===== config.mk =====
export PLATFORM = sky130hd
export DESIGN_NAME = pflash_sequencer
export DESIGN_NICKNAME = d
export VERILOG_FILES = /design/src/rtl/pfseq_pkg.sv /design/src/rtl/pfseq_cmdrom.sv /design/src/rtl/pfseq_buseng.sv /design/src/rtl/pfseq_pollcnt.sv /design/src/rtl/pflash_sequencer.sv
export SDC_FILE = /design/constraint.sdc
export NUM_CORES = 1
export LEC_CHECK = 0
export ABC_CLOCK_PERIOD_IN_PS = 9000
export BUFFER_PORTS_ARGS = -buffer_cell sky130_fd_sc_hd__buf_2
export CAP_MARGIN = 10
export CORE_MARGIN = 2
export CORE_UTILIZATION = 49
export DETAILED_ROUTE_END_ITERATION = 6
export GPL_TIMING_DRIVEN = 0
export PLACE_DENSITY = 0.69
export SYNTH_ARGS = -nofsm -noshare
export SYNTH_HDL_FRONTEND = slang
export SYNTH_SLANG_ARGS = --single-unit
export TNS_END_PERCENT = 10

===== constraint.sdc =====
create_clock -name clk -period 9 [get_ports clk]
set_input_delay 0.9 -clock clk [delete_from_list [all_inputs] [get_ports clk]]
set_output_delay 0.9 -clock clk [all_outputs]
set_load 0.03 [all_outputs]

===== src/rtl/pfseq_pkg.sv =====
package pfseq_pkg;

  typedef enum logic [2:0] {
    RES_OK       = 3'd0,
    RES_ERA_TMO  = 3'd1,
    RES_ERA_VFY  = 3'd2,
    RES_PRG_TMO  = 3'd3,
    RES_PRG_VFY  = 3'd4
  } pfseq_res_e;

  typedef enum logic [2:0] {
    SQ_IDLE,
    SQ_CMD,
    SQ_POLL_A,
    SQ_POLL_B,
    SQ_RST,
    SQ_VFY,
    SQ_FIN
  } pfseq_st_e;

  typedef enum logic [2:0] {
    BU_IDLE,
    BU_WSTB,
    BU_WSET,
    BU_RSTB,
    BU_RSMP
  } pfseq_bus_e;

  localparam logic [10:0] OFF_U1   = 11'h555;
  localparam logic [10:0] OFF_U2   = 11'h2AA;
  localparam logic [7:0]  DAT_U1   = 8'hAA;
  localparam logic [7:0]  DAT_U2   = 8'h55;
  localparam logic [7:0]  DAT_ERS  = 8'h80;
  localparam logic [7:0]  DAT_SECT = 8'h30;
  localparam logic [7:0]  DAT_PRG  = 8'hA0;
  localparam logic [7:0]  DAT_RST  = 8'hF0;
  localparam logic [7:0]  BLANK    = 8'hFF;

endpackage


===== src/rtl/pfseq_cmdrom.sv =====
module pfseq_cmdrom
  import pfseq_pkg::*;
(
  input  logic        op_prog,
  input  logic [2:0]  step,
  input  logic [7:0]  prog_byte,
  output logic [10:0] off,
  output logic [7:0]  data,
  output logic        use_idx,
  output logic        last
);

  always_comb begin
    off     = 11'h000;
    data    = DAT_RST;
    use_idx = 1'b0;
    last    = 1'b0;
    if (op_prog) begin
      case (step)
        3'd0:    begin off = OFF_U1; data = DAT_U1; end
        3'd1:    begin off = OFF_U2; data = DAT_U2; end
        3'd2:    begin off = OFF_U1; data = DAT_PRG; end
        default: begin data = prog_byte; use_idx = 1'b1; last = 1'b1; end
      endcase
    end else begin
      case (step)
        3'd0:    begin off = OFF_U1; data = DAT_U1; end
        3'd1:    begin off = OFF_U2; data = DAT_U2; end
        3'd2:    begin off = OFF_U1; data = DAT_ERS; end
        3'd3:    begin off = OFF_U1; data = DAT_U1; end
        3'd4:    begin off = OFF_U2; data = DAT_U2; end
        default: begin data = DAT_SECT; last = 1'b1; end
      endcase
    end
  end

endmodule


===== src/rtl/pfseq_buseng.sv =====
module pfseq_buseng
  import pfseq_pkg::*;
#(
  parameter int ADDR_W     = 16,
  parameter int SETTLE_CYC = 50
) (
  input  logic              clk,
  input  logic              rst_n,
  input  logic              wr_go,
  input  logic              rd_go,
  input  logic [ADDR_W-1:0] addr,
  input  logic [7:0]        wdata,
  output logic              ack,
  output logic [7:0]        rdata,
  output logic [ADDR_W-1:0] fl_addr,
  output logic [7:0]        fl_dout,
  input  logic [7:0]        fl_din,
  output logic              fl_we,
  output logic              fl_oe
);

  localparam int SW = $clog2(SETTLE_CYC + 2);
  localparam logic [SW-1:0] SET_LAST = SW'(SETTLE_CYC - 1);

  pfseq_bus_e      bst;
  logic [SW-1:0]   set_cnt;

  always_ff @(posedge clk or negedge rst_n) begin
    if (!rst_n) begin
      bst     <= BU_IDLE;
      set_cnt <= '0;
      fl_addr <= '0;
      fl_dout <= '0;
      rdata   <= '0;
      ack     <= 1'b0;
    end else begin
      ack <= 1'b0;
      case (bst)
        BU_IDLE: begin
          if (wr_go) begin
            fl_addr <= addr;
            fl_dout <= wdata;
            bst     <= BU_WSTB;
          end else if (rd_go) begin
            fl_addr <= addr;
            bst     <= BU_RSTB;
          end
        end
        BU_WSTB: begin
          set_cnt <= '0;
          bst     <= BU_WSET;
        end
        BU_WSET: begin
          if (set_cnt == SET_LAST) begin
            ack <= 1'b1;
            bst <= BU_IDLE;
          end else begin
            set_cnt <= set_cnt + 1'b1;
          end
        end
        BU_RSTB: bst <= BU_RSMP;
        BU_RSMP: begin
          rdata <= fl_din;
          ack   <= 1'b1;
          bst   <= BU_IDLE;
        end
        default: bst <= BU_IDLE;
      endcase
    end
  end

  assign fl_we = (bst == BU_WSTB);
  assign fl_oe = (bst == BU_RSTB) || (bst == BU_RSMP);

  assert_strobe_excl_R8: assert property (@(posedge clk) disable iff (!rst_n)
    !(fl_we && fl_oe));
  assert_we_single_R8: assert property (@(posedge clk) disable iff (!rst_n)
    fl_we |=> !fl_we && !fl_oe);
  assert_we_hold_R8: assert property (@(posedge clk) disable iff (!rst_n)
    fl_we |=> $stable(fl_addr) && $stable(fl_dout));
  assert_oe_two_R8: assert property (@(posedge clk) disable iff (!rst_n)
    $rose(fl_oe) |=> fl_oe && $stable(fl_addr));

endmodule


===== src/rtl/pfseq_pollcnt.sv =====
module pfseq_pollcnt #(
  parameter int POLL_LIMIT = 1000000
) (
  input  logic clk,
  input  logic rst_n,
  input  logic clr,
  input  logic miss,
  output logic expired
);

  localparam int CW = $clog2(POLL_LIMIT + 1);
  localparam logic [CW-1:0] CNT_LAST = CW'(POLL_LIMIT - 1);

  logic [CW-1:0] cnt;

  assign expired = miss && (cnt == CNT_LAST);

  always_ff @(posedge clk or negedge rst_n) begin
    if (!rst_n)               cnt <= '0;
    else if (clr)             cnt <= '0;
    else if (miss && !expired) cnt <= cnt + 1'b1;
  end

  assert_cnt_bound_R4: assert property (@(posedge clk) disable iff (!rst_n)
    cnt <= CNT_LAST);

endmodule


===== src/rtl/pflash_sequencer.sv =====
module pflash_sequencer
  import pfseq_pkg::*;
#(
  parameter int ADDR_W     = 16,
  parameter int SECT_BYTES = 256,
  parameter int SETTLE_CYC = 50,
  parameter int POLL_LIMIT = 1000000,
  localparam int IDX_W     = $clog2(SECT_BYTES)
) (
  input  logic              clk,
  input  logic              rst_n,
  input  logic              start,
  input  logic              op_prog,
  input  logic [ADDR_W-1:0] sect_base,
  output logic              busy,
  output logic              done,
  output logic [2:0]        err_code,
  output logic [IDX_W-1:0]  src_off,
  input  logic [7:0]        src_data,
  output logic [ADDR_W-1:0] fl_addr,
  output logic [7:0]        fl_dout,
  input  logic [7:0]        fl_din,
  output logic              fl_we,
  output logic              fl_oe
);

  localparam logic [IDX_W-1:0] IDX_LAST = IDX_W'(SECT_BYTES - 1);

  pfseq_st_e         st;
  pfseq_res_e        res_q;
  logic              op_q;
  logic [ADDR_W-1:0] base_q;
  logic [IDX_W-1:0]  idx_q;
  logic [2:0]        step_q;
  logic              go_q;
  logic [7:0]        first_q;

  logic [10:0]       c_off;
  logic [7:0]        c_data;
  logic              c_use_idx;
  logic              c_last;

  logic              eng_ack;
  logic [7:0]        eng_rdata;
  logic [ADDR_W-1:0] eng_addr;
  logic [7:0]        eng_wdata;
  logic              wr_go;
  logic              rd_go;

  logic              poll_clr;
  logic              poll_miss;
  logic              poll_exp;
  logic [7:0]        exp_byte;

  pfseq_cmdrom u_rom (
    .op_prog   (op_q),
    .step      (step_q),
    .prog_byte (src_data),
    .off       (c_off),
    .data      (c_data),
    .use_idx   (c_use_idx),
    .last      (c_last)
  );

  always_comb begin
    eng_addr  = base_q;
    eng_wdata = DAT_RST;
    case (st)
      SQ_CMD: begin
        eng_addr  = base_q + (c_use_idx ? ADDR_W'(idx_q) : ADDR_W'(c_off));
        eng_wdata = c_data;
      end
      SQ_VFY:  eng_addr = base_q + ADDR_W'(idx_q);
      default: eng_addr = base_q;
    endcase
  end

  assign wr_go = go_q && ((st == SQ_CMD) || (st == SQ_RST));
  assign rd_go = go_q && ((st == SQ_POLL_A) || (st == SQ_POLL_B) || (st == SQ_VFY));

  pfseq_buseng #(
    .ADDR_W     (ADDR_W),
    .SETTLE_CYC (SETTLE_CYC)
  ) u_bus (
    .clk     (clk),
    .rst_n   (rst_n),
    .wr_go   (wr_go),
    .rd_go   (rd_go),
    .addr    (eng_addr),
    .wdata   (eng_wdata),
    .ack     (eng_ack),
    .rdata   (eng_rdata),
    .fl_addr (fl_addr),
    .fl_dout (fl_dout),
    .fl_din  (fl_din),
    .fl_we   (fl_we),
    .fl_oe   (fl_oe)
  );

  assign poll_clr  = (st == SQ_CMD);
  assign poll_miss = (st == SQ_POLL_B) && eng_ack && (eng_rdata != first_q);

  pfseq_pollcnt #(
    .POLL_LIMIT (POLL_LIMIT)
  ) u_poll (
    .clk     (clk),
    .rst_n   (rst_n),
    .clr     (poll_clr),
    .miss    (poll_miss),
    .expired (poll_exp)
  );

  assign exp_byte = op_q ? src_data : BLANK;
  assign src_off  = idx_q;
  assign err_code = res_q;

  always_ff @(posedge clk or negedge rst_n) begin
    if (!rst_n) begin
      st      <= SQ_IDLE;
      res_q   <= RES_OK;
      op_q    <= 1'b0;
      base_q  <= '0;
      idx_q   <= '0;
      step_q  <= '0;
      go_q    <= 1'b0;
      first_q <= '0;
      busy    <= 1'b0;
      done    <= 1'b0;
    end else begin
      go_q <= 1'b0;
      done <= 1'b0;
      case (st)
        SQ_IDLE: begin
          if (start) begin
            op_q   <= op_prog;
            base_q <= sect_base;
            idx_q  <= '0;
            step_q <= '0;
            res_q  <= RES_OK;
            busy   <= 1'b1;
            go_q   <= 1'b1;
            st     <= SQ_CMD;
          end
        end
        SQ_CMD: begin
          if (eng_ack) begin
            go_q <= 1'b1;
            if (c_last) begin
              st <= SQ_POLL_A;
            end else begin
              step_q <= step_q + 1'b1;
            end
          end
        end
        SQ_POLL_A: begin
          if (eng_ack) begin
            first_q <= eng_rdata;
            go_q    <= 1'b1;
            st      <= SQ_POLL_B;
          end
        end
        SQ_POLL_B: begin
          if (eng_ack) begin
            if (eng_rdata == first_q) begin
              go_q <= 1'b1;
              if (!op_q || (idx_q == IDX_LAST)) begin
                idx_q <= '0;
                st    <= SQ_RST;
              end else begin
                idx_q  <= idx_q + 1'b1;
                step_q <= '0;
                st     <= SQ_CMD;
              end
            end else if (poll_exp) begin
              res_q <= op_q ? RES_PRG_TMO : RES_ERA_TMO;
              st    <= SQ_FIN;
            end else begin
              go_q <= 1'b1;
              st   <= SQ_POLL_A;
            end
          end
        end
        SQ_RST: begin
          if (eng_ack) begin
            idx_q <= '0;
            go_q  <= 1'b1;
            st    <= SQ_VFY;
          end
        end
        SQ_VFY: begin
          if (eng_ack) begin
            if (eng_rdata != exp_byte) begin
              res_q <= op_q ? RES_PRG_VFY : RES_ERA_VFY;
              st    <= SQ_FIN;
            end else if (idx_q == IDX_LAST) begin
              st <= SQ_FIN;
            end else begin
              idx_q <= idx_q + 1'b1;
              go_q  <= 1'b1;
            end
          end
        end
        SQ_FIN: begin
          busy <= 1'b0;
          done <= 1'b1;
          st   <= SQ_IDLE;
        end
        default: st <= SQ_IDLE;
      endcase
    end
  end

  assert_done_pulse_R9: assert property (@(posedge clk) disable iff (!rst_n)
    done |=> !done);
  assert_done_idle_R9: assert property (@(posedge clk) disable iff (!rst_n)
    done |-> !busy);
  assert_busy_fall_R9: assert property (@(posedge clk) disable iff (!rst_n)
    $fell(busy) |-> done);
  assert_code_legal_R9: assert property (@(posedge clk) disable iff (!rst_n)
    done |-> (err_code <= 3'd4));
  assert_busy_start_R9: assert property (@(posedge clk) disable iff (!rst_n)
    $rose(busy) |-> $past(start));
  assert_tmo_no_reset_R4: assert property (@(posedge clk) disable iff (!rst_n)
    (st == SQ_FIN) && ((res_q == RES_ERA_TMO) || (res_q == RES_PRG_TMO))
      |-> !fl_we);

endmodule


==> summary.md <==
| Metric | Value |
|---|---|
| Nets | 816 |
| Hold crit path type | register to register |
| Boundary Pins | 75 |
| Global routing usage on met1 | 31.1% |
| Global routing usage on met2 | 39.0% |
| Synth cell types | 66 |
| Final Critical Period | 4550 ps |
| Num rows | 41 |
| Syn Area/Cell | 9.38 um2 |
| Asr flop ratio synth | 100% |
| FF+latch area | 2680 um2 |
| Fin area | 7230 um2 |
| Maxcap violations | 0 |
| Static Leakage | 3.43 nW |
| Horiz. Die Dim | 117 um |
| Syn nets | 729 |
| Post-synth EDFFs | 0 |
| Initial Utilization | 50.2% |
| Post-CTS Hold Fix Bufs | 0 |
| Cells along the critical path | inv_1, ha_1, nor3_1, o21ai_0, and2_1, clkbuf_1, nand2_1, o21a_1, ha_1, fa_1, a21o_1, a21o_1, a211oi_1, o31ai_1, xnor2_1, o311ai_0 |
| Clock-pin slew of the registers on the worst-case setup and hold paths | 70 ps |
| CTS tree | built |
| DR vias | 5548 |
| Placeable core area | 12600 um2 |
| Worst rel slew slack | 26.4% |
| Final Hold Vio Count | 0 |
| WHS Path Cells | 2 |
| Reg2reg end | u_bus.fl_addr[10]$_DFFE_PN0P_ |
| Power per cell area | 126 nW/um2 |
| Drt pass-1 iters | 5 |
| RSZ-0062 raised after global routing | no |
| Cts repair resizes | 0 |
| Port bufs | 74 |
| Worst-Skew Late Latency | 370 ps |
| GRT Overall Usage | 23.8% |
| Diode count | 0 |
| Post-Synthesis Cells | 672 |
| Inserted Clock Buffers | 9 |
| DRT antenna net count | 0 |
| Gr busiest metal | met2 |
| Slowest-stage cell, CP | a211oi_1 |
| Final Cycle Share | 50.6% |
| Post-CTS Setup Bufs | 0 |
| Die Y | 117 um |
| Wirelength per Cell | 17.0 um |
| Vias per cell | 5.93 |
| Setup TNS | 0 ps |
| Hold Startpoint | u_bus.fl_addr[4]$_DFFE_PN0P_ |
| Global-route wire length before repair | 27100 um |
| Max-slew violations | 0 |
| Initial antenna violation count | 0 |
| Worst Skew | 9.20 ps |
| Placement Cell Area | 6920 um2 |
| WS Path Type | register to register |
| Most used DFF post-synth | dfrtp_1 |
| Routability cong. | 0.997 |
| Largest net degree at the start of global routing | 63 |
| Mapped Area | 6310 um2 |
| Max incr delay on CP | 540 ps |
| R2R Setup Slk | 4450 ps |
| Clk sinks | 107 |
| Vias in the first global route | 5523 |
| Fill cell count | 1134 |
| CTS Buffer Depth | 2 |
| Total grt overflow | 0 |
| DRC marker count from the first detailed-route iteration | 396 |
| Layout cells sized above 1 | 19.6% |
| Detailed placement HPWL | 11700 um |
| Max Clock Freq | 220 MHz |
| Total die area | 13800 um2 |
| Area delta synth->final | 14.7% |
| Final Setup Violations | 0 |
| Synth warnings | 0 |
| Worst endpoint required time | 9240 ps |
| Startpoint type of the worst setup path | register |
| Measured slew at the worst slew-check pin | 1090 ps |
| Crit path DAT | 4790 ps |
| Worst reg2reg path depth | 16 |
| Multi-input gate area in the final layout | 3460 um2 |
| Flops & latches, synth | 107 |
| Hold Crit Endpoint | u_bus.fl_addr[4]$_DFFE_PN0P_ |
| Seq/Total Area, Yosys | 42.5% |
| Worst vdd ir | 0.103 mV |
| Root Driver | clkbuf_16 |
| Crit end category | register |
| Critical Path Fanout Max | 10 |
| Status | finished clean |
| Reg2Reg Launch Point | step_q[0]$_DFFE_PN0P_ |
| M3 GR Usage | 5.84% |
| Htree depth | 3 |
| DRT Wirelength | 15900 um |
| Total power | 0.000909 W |
| DRC viols | 0 |
-- sequential cells by signal, indices dropped and copies added (netlist names), 6 cells and up --
register and flops:
u_poll.cnt 20, base_q 16, u_bus.fl_addr 16, first_q 8, src_off 8, u_bus.fl_dout 8
u_bus.rdata 8, u_bus.set_cnt 6
-- cell families after synthesis --
group | Yosys count | share of synthesized area [%]
xor+xnor | 29 | 4.03
fa+ha+maj | 21 | 4.29
compound gates | 164 | 17.4
buf+inv | 47 | 2.82
mux | 44 | 7.68
flops | 107 | 42.5
simple gates | 260 | 21.4
-- final cells by class --
type	count	share of cell area, %
clock buffers	12	3.41
well taps	172	2.98
plain buffers	25	1.32
clock inverters	4	0.692
flip-flops and latches	107	37.0
inverters	22	1.14
repair buffers	76	5.64
multi-input cells	518	47.8
-- power by group --
group          switching [W]   total, W  internal [W]
Sequential       0.000000278   0.000481      0.000481
Combinational      0.0000162  0.0000250    0.00000880
Clock               0.000179   0.000402      0.000223
-- worst max-delay path: cells and delay by family, from the launching register on --
family / cells / cell delay [ps]
xor+xnor: 1 / 150
compound gates: 7 / 1990
flops: 1 / 450
simple gates: 3 / 480
buf+inv: 2 / 450
fa+ha+maj: 3 / 900
-- per-stage QoR --
stage | hold slack (ps) | setup slack [ps] | utilization (%) | instances
2_1_floorplan | 458 | 5330 | - | 672
3_3_place_gp | 466 | 4610 | 54.8 | 918
3_5_place_dp | 474 | 4620 | 55.1 | 919
4_1_cts | 491 | 4510 | 57.4 | 935
5_1_grt | 507 | 4030 | 57.5 | 936
6_report | 488 | 4450 | 57.5 | 936
-- Yosys cell counts (2+ instances only) --
cell type / number / area, um2
dfrtp_1: 107 / 2680
nand2_1: 78 / 293
nor2_1: 47 / 176
a21oi_1: 42 / 210
mux2_2: 35 / 394
o21ai_0: 31 / 155
clkbuf_1: 23 / 86.3
inv_1: 22 / 82.6
ha_1: 20 / 250
nand3_1: 20 / 100
and3_1: 18 / 113
xnor2_1: 17 / 149
nor3_1: 15 / 75.1
nand4_1: 14 / 87.6
xor2_1: 12 / 105
a21o_1: 11 / 82.6
a31oi_1: 11 / 68.8
o21a_1: 10 / 75.1
o31ai_1: 10 / 75.1
or4_1: 10 / 75.1
mux2i_1: 9 / 90.1
nand2b_1: 9 / 56.3
a31o_2: 8 / 70.1
nor4_1: 6 / 37.5
a211oi_1: 5 / 37.5
nand4b_1: 5 / 43.8
nor3b_1: 5 / 37.5
o41ai_1: 5 / 43.8
or2_2: 5 / 31.3
or3_1: 5 / 31.3
and2_1: 4 / 25.0
nor2b_1: 4 / 25.0
o211ai_1: 4 / 30.0
o22ai_1: 4 / 25.0
o311ai_0: 4 / 35.0
nand3b_1: 3 / 22.5
a22oi_1: 2 / 15.0
a2bb2oi_1: 2 / 17.5
nor4b_1: 2 / 17.5
o32ai_1: 2 / 17.5
-- layer usage --
metal | wire length, um | vias to the layer above
met2 | 7750 | 204
met1 | 6850 | 2676
li1 | - | 2642
met5 | 0 | -
met3 | 953 | 26
met4 | 354 | 0
-- layout by cell type, fill, tap and decap left out, types with 5 or more instances in the layout --
cell and instances:
nor2_1 47, or4_1 10, clkbuf_1 25, nand4b_1 5, o21a_1 10, nand2b_1 9, a211oi_1 5, o31ai_1 10
buf_2 74, nand3_1 20, nand2_1 78, nor3_1 15, mux2i_1 9, nor4_1 6, o41ai_1 5, clkbuf_16 9
a21o_1 11, dfrtp_1 107, or2_2 5, xor2_1 12, inv_1 22, a21oi_1 42, and3_1 18, ha_1 20
a31oi_1 11, xnor2_1 17, or3_1 5, nand4_1 14, o21ai_0 31, mux2_2 35, a31o_2 8
-- worst max path at each step --
stage | start | endpoint | cells past startpoint
2_1_floorplan | step_q[0]$_DFFE_PN0P_ | u_bus.fl_addr[10]$_DFFE_PN0P_ | 16
3_3_place_gp | step_q[0]$_DFFE_PN0P_ | u_bus.fl_addr[10]$_DFFE_PN0P_ | 16
3_5_place_dp | step_q[0]$_DFFE_PN0P_ | u_bus.fl_addr[10]$_DFFE_PN0P_ | 16
4_1_cts | step_q[0]$_DFFE_PN0P_ | u_bus.fl_addr[10]$_DFFE_PN0P_ | 16
5_1_grt | step_q[0]$_DFFE_PN0P_ | u_bus.fl_addr[10]$_DFFE_PN0P_ | 16
6_report | step_q[0]$_DFFE_PN0P_ | u_bus.fl_addr[10]$_DFFE_PN0P_ | 16
Note: power is estimated with default switching activity, not from simulation.
